<file path="config.mk">
export PLATFORM = sky130hd
export DESIGN_NAME = pclk_divider
export DESIGN_NICKNAME = d
export VERILOG_FILES = /design/src/rtl/pclkdiv_pkg.sv /design/src/rtl/pclkdiv_en_sync.sv /design/src/rtl/pclkdiv_ratio_reg.sv /design/src/rtl/pclkdiv_phase.sv /design/src/rtl/pclk_divider.sv
export SDC_FILE = /design/constraint.sdc
export NUM_CORES = 1
export LEC_CHECK = 0
export BUFFER_PORTS_ARGS = -buffer_cell sky130_fd_sc_hd__buf_2
export CAP_MARGIN = 20
export CORE_MARGIN = 4
export CORE_UTILIZATION = 40
export CTS_BUF_LIST = sky130_fd_sc_hd__clkbuf_8
export CTS_CLUSTER_SIZE = 28
export DETAILED_ROUTE_END_ITERATION = 10
export HOLD_SLACK_MARGIN = 0.08
export SYNTH_ARGS = -nofsm -noshare
export SYNTH_HDL_FRONTEND = slang
export SYNTH_SLANG_ARGS = --single-unit
export TNS_END_PERCENT = 30
</file>
<file path="constraint.sdc">
create_clock -name clk -period 2.9 [get_ports clk]
set_clock_uncertainty 0.1 [all_clocks]
set_input_delay 0.58 -clock clk [delete_from_list [all_inputs] [get_ports clk]]
set_output_delay 0.58 -clock clk [all_outputs]
set_load 0.005 [all_outputs]
</file>
<file path="src/rtl/pclkdiv_pkg.sv">
// Shared widths, types and the ratio-code table for the pixel clock divider.
// Assumes ratio codes fit SEL_W bits and the largest ratio fits DIV_W bits.
package pclkdiv_pkg;
    localparam int SEL_W     = 4;
    localparam int DIV_W     = 5;
    localparam int NUM_CODES = 9;
    localparam int FALLBACK  = 4;

    typedef logic [SEL_W-1:0] sel_t;
    typedef logic [DIV_W-1:0] div_t;

    // Maps a ratio code to its division ratio; unused codes fall back.
    function automatic div_t code_to_ratio(input sel_t code);
        case (code)
            SEL_W'(0): return DIV_W'(3);
            SEL_W'(1): return DIV_W'(4);
            SEL_W'(2): return DIV_W'(5);
            SEL_W'(3): return DIV_W'(6);
            SEL_W'(4): return DIV_W'(8);
            SEL_W'(5): return DIV_W'(10);
            SEL_W'(6): return DIV_W'(12);
            SEL_W'(7): return DIV_W'(16);
            SEL_W'(8): return DIV_W'(20);
            default:   return DIV_W'(FALLBACK);
        endcase
    endfunction
endpackage

</file>
<file path="src/rtl/pclkdiv_en_sync.sv">
// Start-input conditioning: applies the selected active level, passes the
// result through a STAGES-deep synchronizer and flags its inactive-to-active
// transition with a one-cycle pulse.
// Assumes en_pol is static while the start input may toggle.
module pclkdiv_en_sync #(
    parameter int STAGES = 2
) (
    input  logic clk,
    input  logic rst_n,
    input  logic en_in,
    input  logic en_pol,
    output logic en_lvl,
    output logic en_rise
);
    logic              act_raw;
    logic [STAGES-1:0] sync_q;
    logic              prev_q;

    // Active level of the raw input after the polarity choice.
    assign act_raw = en_pol ? en_in : ~en_in;

    // Synchronizer chain plus one delay stage for edge detection.
    always_ff @(posedge clk) begin
        if (!rst_n) begin
            sync_q <= '0;
            prev_q <= 1'b0;
        end else begin
            sync_q[0] <= act_raw;
            for (int i = 1; i < STAGES; i++) begin
                sync_q[i] <= sync_q[i-1];
            end
            prev_q <= sync_q[STAGES-1];
        end
    end

    assign en_lvl  = sync_q[STAGES-1];
    assign en_rise = sync_q[STAGES-1] & ~prev_q;


    rise_single_chk: assert property (@(posedge clk) disable iff (!rst_n)
        en_rise |=> !en_rise);
endmodule

</file>
<file path="src/rtl/pclkdiv_ratio_reg.sv">
// Ratio code decoder: registers the decoded ratio so that the divider reads a
// clean value in the fast-clock domain.
// Assumes mod_sel changes rarely, at control-register pace.
module pclkdiv_ratio_reg
    import pclkdiv_pkg::*;
(
    input  logic clk,
    input  logic rst_n,
    input  sel_t sel_code,
    output div_t ratio_q
);
    // Decoded ratio register.
    always_ff @(posedge clk) begin
        if (!rst_n) ratio_q <= DIV_W'(FALLBACK);
        else        ratio_q <= code_to_ratio(sel_code);
    end


    unused_code_chk: assert property (@(posedge clk) disable iff (!rst_n)
        (int'(sel_code) >= NUM_CODES) |=> (ratio_q == DIV_W'(FALLBACK)));
endmodule

</file>
<file path="src/rtl/pclkdiv_phase.sv">
// Divider core: counts fast-clock cycles modulo the latched ratio and forms a
// symmetric output phase. The rising-edge phase register covers even ratios.
// For odd ratios it is ANDed with a falling-edge copy, which moves the rising
// transition half a cycle later. The ratio is latched only at restart or wrap.
// When the start level is gone at a wrap, the core parks with its output high.
// Assumes ratios of at least 3.
module pclkdiv_phase
    import pclkdiv_pkg::*;
(
    input  logic clk,
    input  logic rst_n,
    input  div_t ratio_in,
    input  logic en_lvl,
    input  logic en_rise,
    output logic pclk_core
);
    div_t cnt_q, cnt_n;
    div_t div_q, div_n;
    logic run_q, run_n;
    logic hi_p_q, hi_n_q, odd_q;
    logic wrap;

    // Last count of the current period.
    assign wrap = run_q && (cnt_q == div_q - DIV_W'(1));

    // Next-state selection: restart, period boundary, or count.
    always_comb begin
        cnt_n = cnt_q;
        div_n = div_q;
        run_n = run_q;
        if (en_rise) begin
            cnt_n = '0;
            div_n = ratio_in;
            run_n = 1'b1;
        end else if (wrap) begin
            cnt_n = '0;
            div_n = ratio_in;
            run_n = en_lvl;
        end else if (run_q) begin
            cnt_n = cnt_q + DIV_W'(1);
        end
    end

    // Rising-edge state: count, ratio, run flag and the registered phase.
    always_ff @(posedge clk) begin
        if (!rst_n) begin
            cnt_q  <= '0;
            div_q  <= DIV_W'(FALLBACK);
            run_q  <= 1'b0;
            hi_p_q <= 1'b1;
            odd_q  <= 1'b0;
        end else begin
            cnt_q  <= cnt_n;
            div_q  <= div_n;
            run_q  <= run_n;
            hi_p_q <= !run_n || (cnt_n >= (div_n >> 1));
            odd_q  <= div_n[0];
        end
    end

    // Falling-edge copy of the phase, used to stretch odd ratios by half a cycle.
    always_ff @(negedge clk) begin
        if (!rst_n) hi_n_q <= 1'b1;
        else        hi_n_q <= hi_p_q;
    end

    assign pclk_core = odd_q ? (hi_p_q & hi_n_q) : hi_p_q;


    cnt_range_chk: assert property (@(posedge clk) disable iff (!rst_n)
        run_q |-> (cnt_q < div_q));


    restart_low_chk: assert property (@(posedge clk) disable iff (!rst_n)
        en_rise |=> (run_q && !hi_p_q));


    park_high_chk: assert property (@(posedge clk) disable iff (!rst_n)
        !run_q |-> hi_p_q);


    park_hold_chk: assert property (@(posedge clk) disable iff (!rst_n)
        (!run_q && !en_rise) |=> !run_q);


    ratio_hold_chk: assert property (@(posedge clk) disable iff (!rst_n)
        (run_q && !wrap && !en_rise) |=> $stable(div_q));
endmodule

</file>
<file path="src/rtl/pclk_divider.sv">
// Top level: start-input conditioning, ratio register, divider core and the
// output suppress gate.
// Assumes clk is the fast source clock. All inputs other than en_in are
// quasi-static control bits.
module pclk_divider
    import pclkdiv_pkg::*;
#(
    parameter int SYNC_STAGES = 2
) (
    input  logic             clk,
    input  logic             rst_n,
    input  logic             en_in,
    input  logic             en_pol,
    input  logic [SEL_W-1:0] mod_sel,
    input  logic             suppress,
    output logic             pclk
);
    logic en_lvl, en_rise;
    div_t ratio_q;
    logic pclk_core;
    logic sup_q;

    pclkdiv_en_sync #(.STAGES(SYNC_STAGES)) u_sync (
        .clk     (clk),
        .rst_n   (rst_n),
        .en_in   (en_in),
        .en_pol  (en_pol),
        .en_lvl  (en_lvl),
        .en_rise (en_rise)
    );

    pclkdiv_ratio_reg u_ratio (
        .clk      (clk),
        .rst_n    (rst_n),
        .sel_code (mod_sel),
        .ratio_q  (ratio_q)
    );

    pclkdiv_phase u_phase (
        .clk       (clk),
        .rst_n     (rst_n),
        .ratio_in  (ratio_q),
        .en_lvl    (en_lvl),
        .en_rise   (en_rise),
        .pclk_core (pclk_core)
    );

    // Registered suppress control.
    always_ff @(posedge clk) begin
        if (!rst_n) sup_q <= 1'b0;
        else        sup_q <= suppress;
    end

    assign pclk = pclk_core | sup_q;


    sup_follow_chk: assert property (@(posedge clk) disable iff (!rst_n)
        suppress |=> sup_q);
endmodule

</file>
# After elaboration in Yosys (flattened, before gate mapping)
# Memories as Yosys holds them, arrays and structs flattened. A register that Yosys moved wholly into a read port is not among the register bits.
# Cells that the tools add are included.
totals:
  memories: 1
  output_inout_bits: 1
  rom_bits: 80
  ff_bits: 18
op_classes:
  bitwise_logic: 5
  n_addsub: 2
  reduce_logical: 4
  order_cmp: 1
  mux: 9
  eq_ne: 1
memory_table:
  columns: ["name", "words", "width", "read_ports", "rd_clocked_by_memory_dff", "wr", "line", "source"]
  rows:
  - ["(no name shown)", 16, 5, 1, 1, 0, "pclkdiv_pkg.sv:14", "case (code)"]
op_table:
  columns: ["op", "n"]
  rows:
  - ["2-to-1 mux 5 bit", 5]
  - ["adder 5 x 1 -> 5 bit (second input constant)", 1]
  - ["== test 5 bit", 1]
  - [">= comparator 5 x 4 -> 1 bit", 1]
  - ["subtractor 5 x 1 -> 5 bit (second input constant)", 1]
  - ["2-to-1 mux 1 bit", 4]
  - ["AND 1 bit", 2]
  - ["zero test 1 bit", 2]
  - ["inverter 1 bit", 2]
  - ["logical AND 1 bit", 1]
  - ["logical OR 1 bit", 1]
  - ["bitwise OR 1 bit", 1]

# Depth between registers and ports, before layout
# Gate-level depths: netlist (run 1).
logic_depth:
  ltp_word: 7
  mapped_depth: 12

# Modules after synthesis
# A second synthesis (run 1) with hierarchy kept.
unflattened:
  hier_cells: 119
  hier_area_um2: 1231.2
modules_own_cells:
  columns: ["mod", "cells_each", "n_inst", "area_per_inst_um2"]
  rows:
  - ["pclkdiv_phase", 87, 1, 882.1]
  - ["pclkdiv_ratio_reg", 21, 1, 222.7]
  - ["pclkdiv_en_sync", 8, 1, 93.8]
  - ["pclk_divider", 3, 1, 32.5]

==> results of run 1 <==
[power by group through the flow]
stage                     Sequential, mW  Combinational, mW  Clock, mW
after floorplan                    0.322             0.0469    0.00432
after global placement             0.325             0.0633    0.00432
after detailed placement           0.325             0.0651    0.00432
after CTS                          0.318             0.0654      0.301
after global routing               0.320             0.0729      0.320
final                              0.318             0.0645      0.292
[registers in the layout (all words and copies together) (netlist names), 2 cells and up]
register,cells
u_phase.cnt_q,5
u_phase.div_q,5
u_ratio.ratio_q,5
u_sync.sync_q,2
[final cells by class]
cell class	instances	area, um2
flip-flops and latches	22	442
inverters	5	18.8
clock inverters	2	33.8
repair buffers	15	90.1
fillers	280	1440
well taps	31	38.8
clock buffers	3	41.3
multi-input cells	89	723
[cell families (layout without fill, tap and decap cells)]
| group | Yosys count | count (layout) | share of synthesized area [%] |
|---|---|---|---|
| AOI/OAI and AO/OA | 15 | 15 | 10.8 |
| xor gates and xnor gates | 10 | 10 | 7.22 |
| adders and majority gates | 9 | 9 | 9.28 |
| buffers and inverters | 10 | 25 | 4.43 |
| DFF | 22 | 22 | 36.3 |
| muxes | 10 | 10 | 8.35 |
| and+or+nand+nor | 45 | 45 | 23.6 |
[metrics by stage]
step	power (mW)	TNS, ns	area [um2]	cells	setup WS, ns
after floorplan	0.373	0	1210	121	0.0555
after CTS	0.684	-0.157	1380	167	-0.157
final	0.674	-0.153	1390	167	-0.153
after global placement	0.392	0	1310	163	0.110
after detailed placement	0.394	0	1310	163	0.0484
after global routing	0.713	-0.401	1390	167	-0.248
[final timing paths]
path                                 startpoint  slack (ns)                     endpoint  cells after the start
hold / removal      u_sync.sync_q[0]$_SDFF_PN0_        0.34  u_sync.sync_q[1]$_SDFF_PN0_                      1
setup / recovery      u_phase.hi_n_q$_SDFF_NN1_       -0.15                         pclk                      3
hold reg to reg     u_sync.sync_q[0]$_SDFF_PN0_        0.34  u_sync.sync_q[1]$_SDFF_PN0_                      1
setup reg to reg  u_phase.div_q[0]$_SDFFE_PN0P_        0.03    u_phase.hi_p_q$_SDFF_PN1_                     12
[cell usage after synthesis (3+ instances only)]
cell type   n
dfxtp_1    22
nand2_1    11
ha_1        9
mux2i_1     9
nor2_1      7
inv_1       6
xnor2_1     6
nand2b_1    5
and2_1      4
nor3b_2     4
xor2_1      4
clkbuf_1    3
o21ai_0     3
[timing repair]
action / CTS / global route
endpoints found under the setup margin: 1 / 2
gates resized for setup: 1 / 2
pin swaps: 0 / 1
hold endpoints to repair: 0 / 0
[layer usage]
| layer | vias up | wire length (um) | share of wire [%] |
|---|---|---|---|
| li1 | 444 | - | - |
| met1 | 412 | 973 | 45 |
| met2 | 10 | 1080 | 50 |
| met3 | 4 | 50 | 2.3 |
| met4 | 0 | 44 | 2.0 |
| met5 | - | 0 | 0 |
[layout by cell type (no fill, tap or decap), types with 3 or more instances in the layout]
cell type,count
nor3b_2,4
buf_4,6
buf_2,9
dfxtp_1,21
nand2b_1,5
and2_1,4
xor2_1,4
ha_1,9
mux2i_1,9
xnor2_1,6
clkbuf_8,3
inv_1,6
nor2_1,7
nand2_1,11
[critical path, cell delays in order (launching register included)]
cell and delay [ns]:
dfxtp_2 0.31, o21ai_2 0.12, nand2b_1 0.05, buf_2 0.12
==> impl_metrics.env, run 1 <==
export IMPL_outcome="finished with violations"
export IMPL_violations="negative setup slack"
export IMPL_ys_seq_area_share_pct=36.3
export IMPL_timing_final_ws_setup_ns=-0.153
export IMPL_hold_violations=0
export IMPL_finalWeightedCongestion=0.826
export IMPL_wl_per_cell_um=12.9
export IMPL_drt_iter0_markers=42
export IMPL_slew_headroom_pct=76.8
export IMPL_antenna_found_initial=0
export IMPL_utilization_pct=49.0
export IMPL_yosys_area_top_type="dfxtp_1"
export IMPL_rsz0062_at_grt="yes"
export IMPL_grt_overflow_total=0
export IMPL_ant_nets=0
export IMPL_netlist_area_mm2=0.00121
export IMPL_ys_top_cells_by_area="dfxtp_1 (36%), ha_1 (9.3%), mux2i_1 (7.4%), xnor2_1 (4.3%), nor3b_2 (4.1%)"
export IMPL_via_per_inst=5.21
export IMPL_synth_nets=139
export IMPL_finalNetCount=155
export IMPL_p_leak_nw=0.595
export IMPL_drt_wl_total_um=2150
export IMPL_firstDrtPassIters=4
export IMPL_switching_share_pct=21.5
export IMPL_cts_hold_buf=0
export IMPL_grt_busiest_layer="met2"
export IMPL_drive_gt1_share_pct=25.0
export IMPL_die_area_mm2=0.00398
export IMPL_grt_max_degree=20
export IMPL_cts_buffers=3
export IMPL_cts_sinks=22
export IMPL_drc_errors=0
export IMPL_combPwrFrac_pct=9.6
export IMPL_hold_worst_slack_ns=0.339
export IMPL_rows=19
export IMPL_p_seq_share_pct=47.1
export IMPL_grt_use_met3_pct=2.13
export IMPL_post_cts_buffers=0
export IMPL_intPower_mw=0.530
export IMPL_area_growth_pct=14.3
export IMPL_grt_util_all_layers_pct=12.2
export IMPL_core_area_mm2=0.00283
export IMPL_clk_pin_slew_ns=0.08
export IMPL_ir_drop_mv=0.228
export IMPL_grt_pass1_wl_um=3840
export IMPL_root_buffer="clkbuf_8"
export IMPL_syn_area_per_cell_um2=10.0
export IMPL_drv_slew=0
export IMPL_ios=10
export IMPL_synth_edff_count=0
export IMPL_cp_required_ns=2.22
export IMPL_synthCells=121
export IMPL_synthArstFlopShare_pct=0
export IMPL_powerDensity_mw_per_mm2=486
export IMPL_cts_max_path_buffers=2
export IMPL_yosysWarningCount=0
export IMPL_ys_types=33
export IMPL_crit_fanout=1
export IMPL_setup_viol=1
export IMPL_met2_usage_pct=20.2
export IMPL_vias=870
export IMPL_setup_worst_path_end_class="output pin"
export IMPL_met1_usage_pct=15.1
export IMPL_power_switching_mw=0.145
export IMPL_synth_seq_cells=22
export IMPL_clock_power_share_pct=43.3
export IMPL_dieWidth_um=63.1
export IMPL_arrival_ns=2.37
export IMPL_start_util_pct=42.9
export IMPL_cap_violations=0
export IMPL_min_path_type="flop to flop"
export IMPL_synth_top_cell_area_share_pct=36.3
export IMPL_clkLatencyLatePin_ns=0.26
export IMPL_dp_hpwl_um=1710
export IMPL_tightestPinTransition_ns=0.347
export IMPL_antenna_cells=0
export IMPL_criticalPathCategory="flop to output pin"
export IMPL_synth_flop_cell="dfxtp_1"
export IMPL_h_tree_depth=1
export IMPL_critPathLaunchType="flop"
export IMPL_grt_pass1_vias=841
export IMPL_die_h_um=63.1
export IMPL_cts_tree="yes"
export IMPL_port_buffers=9
Power figures use the tool's default switching activity.
==> inputs of run 2 (changes only) <==
--- a/config.mk
+++ b/config.mk
@@ -13,6 +13,7 @@
 export CTS_CLUSTER_SIZE = 28
 export DETAILED_ROUTE_END_ITERATION = 10
 export HOLD_SLACK_MARGIN = 0.08
+export SETUP_SLACK_MARGIN = 0.15
 export SYNTH_ARGS = -nofsm -noshare
 export SYNTH_HDL_FRONTEND = slang
 export SYNTH_SLANG_ARGS = --single-unit
==> run 2 against run 1 <==
Compared with the run above: the run still ends with negative setup slack left; total power fell by 10%; die area is the same; clock-buffer cell count rose by 1; routed wire length is 1.8% higher; largest power group unchanged.
==> impl_metrics.env, run 2 (synthesis gave the netlist of run 1 again) <==
export IMPL_criticalPathCategory="flop to output pin"
export IMPL_p_leak_nw=0.584
export IMPL_root_buffer="clkbuf_8"
export IMPL_firstDrtPassIters=4
export IMPL_crit_chain="o21ai_1 > nand2b_1 > buf_2"
export IMPL_via_per_inst=5.22
export IMPL_port_buffers=9
export IMPL_multi_input_area_um2=738
export IMPL_cts_tree="yes"
export IMPL_antenna_cells=0
export IMPL_grt_overflow_total=0
export IMPL_critPathLaunchType="flop"
export IMPL_die_area_mm2=0.00398
export IMPL_finalWeightedCongestion=0.763
export IMPL_cp_required_ns=2.22
export IMPL_vias=866
export IMPL_seq_area_um2=442
export IMPL_cp_slowest_cell="dfxtp_1"
export IMPL_drt_wl_total_um=2190
export IMPL_setup_worst_path_end_class="output pin"
export IMPL_cap_violations=0
export IMPL_n_fill_cell=271
export IMPL_timing_final_ws_setup_ns=-0.132
export IMPL_grt_pass1_vias=921
export IMPL_violations="negative setup slack"
export IMPL_arrival_ns=2.35
export IMPL_dp_cells=162
export IMPL_grt_util_all_layers_pct=12.5
export IMPL_antenna_found_initial=0
export IMPL_dieWidth_um=63.1
export IMPL_start_util_pct=42.9
export IMPL_reg_top3="u_phase.cnt_q (5), u_phase.div_q (5), u_ratio.ratio_q (5)"
export IMPL_cts_buffers=3
export IMPL_powerDensity_mw_per_mm2=439
export IMPL_hold_violations=0
export IMPL_finalNetCount=154
export IMPL_worstHoldPathCells=2
export IMPL_drc_errors=0
export IMPL_startpoint="u_phase.hi_n_q$_SDFF_NN1_"
export IMPL_drive_gt1_share_pct=26.7
export IMPL_ios=10
export IMPL_cts_sinks=22
export IMPL_outcome="finished with violations"
export IMPL_worstRegToRegCells=12
export IMPL_ant_nets=0
export IMPL_ir_drop_mv=0.201
export IMPL_setup_viol=1
export IMPL_pre_cts_ws_ns=0.0142
export IMPL_r2r_slack_ns=0
export IMPL_area_growth_pct=13.6
export IMPL_clkLatencyLatePin_ns=0.26
export IMPL_instances_no_fill=166
export IMPL_r2r_start="u_phase.div_q[1]$_SDFF_PN0_"
export IMPL_grt_pass1_wl_um=3930
export IMPL_slew_headroom_pct=70.0
export IMPL_drt_iter0_markers=7
export IMPL_core_area_mm2=0.00283
export IMPL_tightestPinTransition_ns=0.449
export IMPL_cts_hold_buf=0
export IMPL_final_common_cell="dfxtp_1"
export IMPL_die_h_um=63.1
export IMPL_layout_common_cells="dfxtp_1 (21), nand2_1 (11), mux2i_1 (9), buf_2 (9), ha_1 (8)"
export IMPL_rows=19
export IMPL_post_cts_buffers=0
export IMPL_cts_max_path_buffers=2
export IMPL_h_tree_depth=1
export IMPL_grt_max_degree=23
export IMPL_cpPeakStageDelay_ns=0.29
export IMPL_min_path_type="flop to flop"
export IMPL_r2r_end="u_phase.hi_p_q$_SDFF_PN1_"
export IMPL_critPathCapture="pclk"
export IMPL_wl_per_cell_um=13.2
export IMPL_drv_slew=0
export IMPL_dp_hpwl_um=1720
export IMPL_crit_fanout=1
export IMPL_rsz0062_at_grt="yes"
export IMPL_setup_tns_ns=-0.132
export IMPL_clk_pin_slew_ns=0.08
export IMPL_cts_resized=1
## run 2: layout make-up
class / instances / share of cell area [%]
clock buffers: 4 / 3.99
clock inverters: 1 / 0.272
inverters: 5 / 1.36
multi-input cells: 89 / 53.5
flip-flops and latches: 22 / 32.0
well taps: 31 / 2.81
repair buffers: 14 / 5.99
## run 2: metrics by stage
stage                     hold WS (ns)  util [%]  area [um2]  power (mW)
after floorplan                  0.312         -        1230       0.374
after global placement           0.316      46.8        1320       0.392
after detailed placement         0.342      46.8        1320       0.394
after CTS                        0.355      48.7        1380       0.615
after global routing             0.387      48.7        1380       0.642
final                            0.348      48.7        1380       0.606
## run 2: power by group
group / internal [mW] / switching [mW] / total (mW)
Combinational: 0.0314 / 0.0330 / 0.0645
Sequential: 0.312 / 0.00600 / 0.318
Clock: 0.123 / 0.101 / 0.224
## run 2: layer usage
metal	part of all wire [%]	wire length [um]	global-route usage, %	vias to the layer above
li1	-	-	-	439
met1	47	1030	14.5	406
met2	46	1010	20.8	14
met3	4.0	88	3.37	7
met4	2.4	53	6.61	0
met5	0	0	0	-
## run 2: critical path: cells and delay by family, from the launching register on
family | cells | cell delay, ns
AO/OA/AOI/OAI | 1 | 0.11
flip-flops | 1 | 0.29
AND/OR/NAND/NOR | 1 | 0.06
buffers and inverters | 1 | 0.12
## run 2: how the worst min path moves through the flow
| stage | from | to | slack (ns) |
|---|---|---|---|
| final | u_ratio.ratio_q[0]$_SDFF_PP0_ | u_phase.div_q[0]$_SDFFE_PN0P_ | 0.35 |
| after global routing | u_sync.sync_q[0]$_SDFF_PN0_ | u_sync.sync_q[1]$_SDFF_PN0_ | 0.39 |
| after CTS | u_ratio.ratio_q[0]$_SDFF_PP0_ | u_phase.div_q[0]$_SDFFE_PN0P_ | 0.35 |
| after detailed placement | u_sync.sync_q[0]$_SDFF_PN0_ | u_sync.sync_q[1]$_SDFF_PN0_ | 0.34 |
| after global placement | u_sync.sync_q[0]$_SDFF_PN0_ | u_sync.sync_q[1]$_SDFF_PN0_ | 0.32 |
| after floorplan | u_sync.sync_q[0]$_SDFF_PN0_ | u_sync.sync_q[1]$_SDFF_PN0_ | 0.31 |
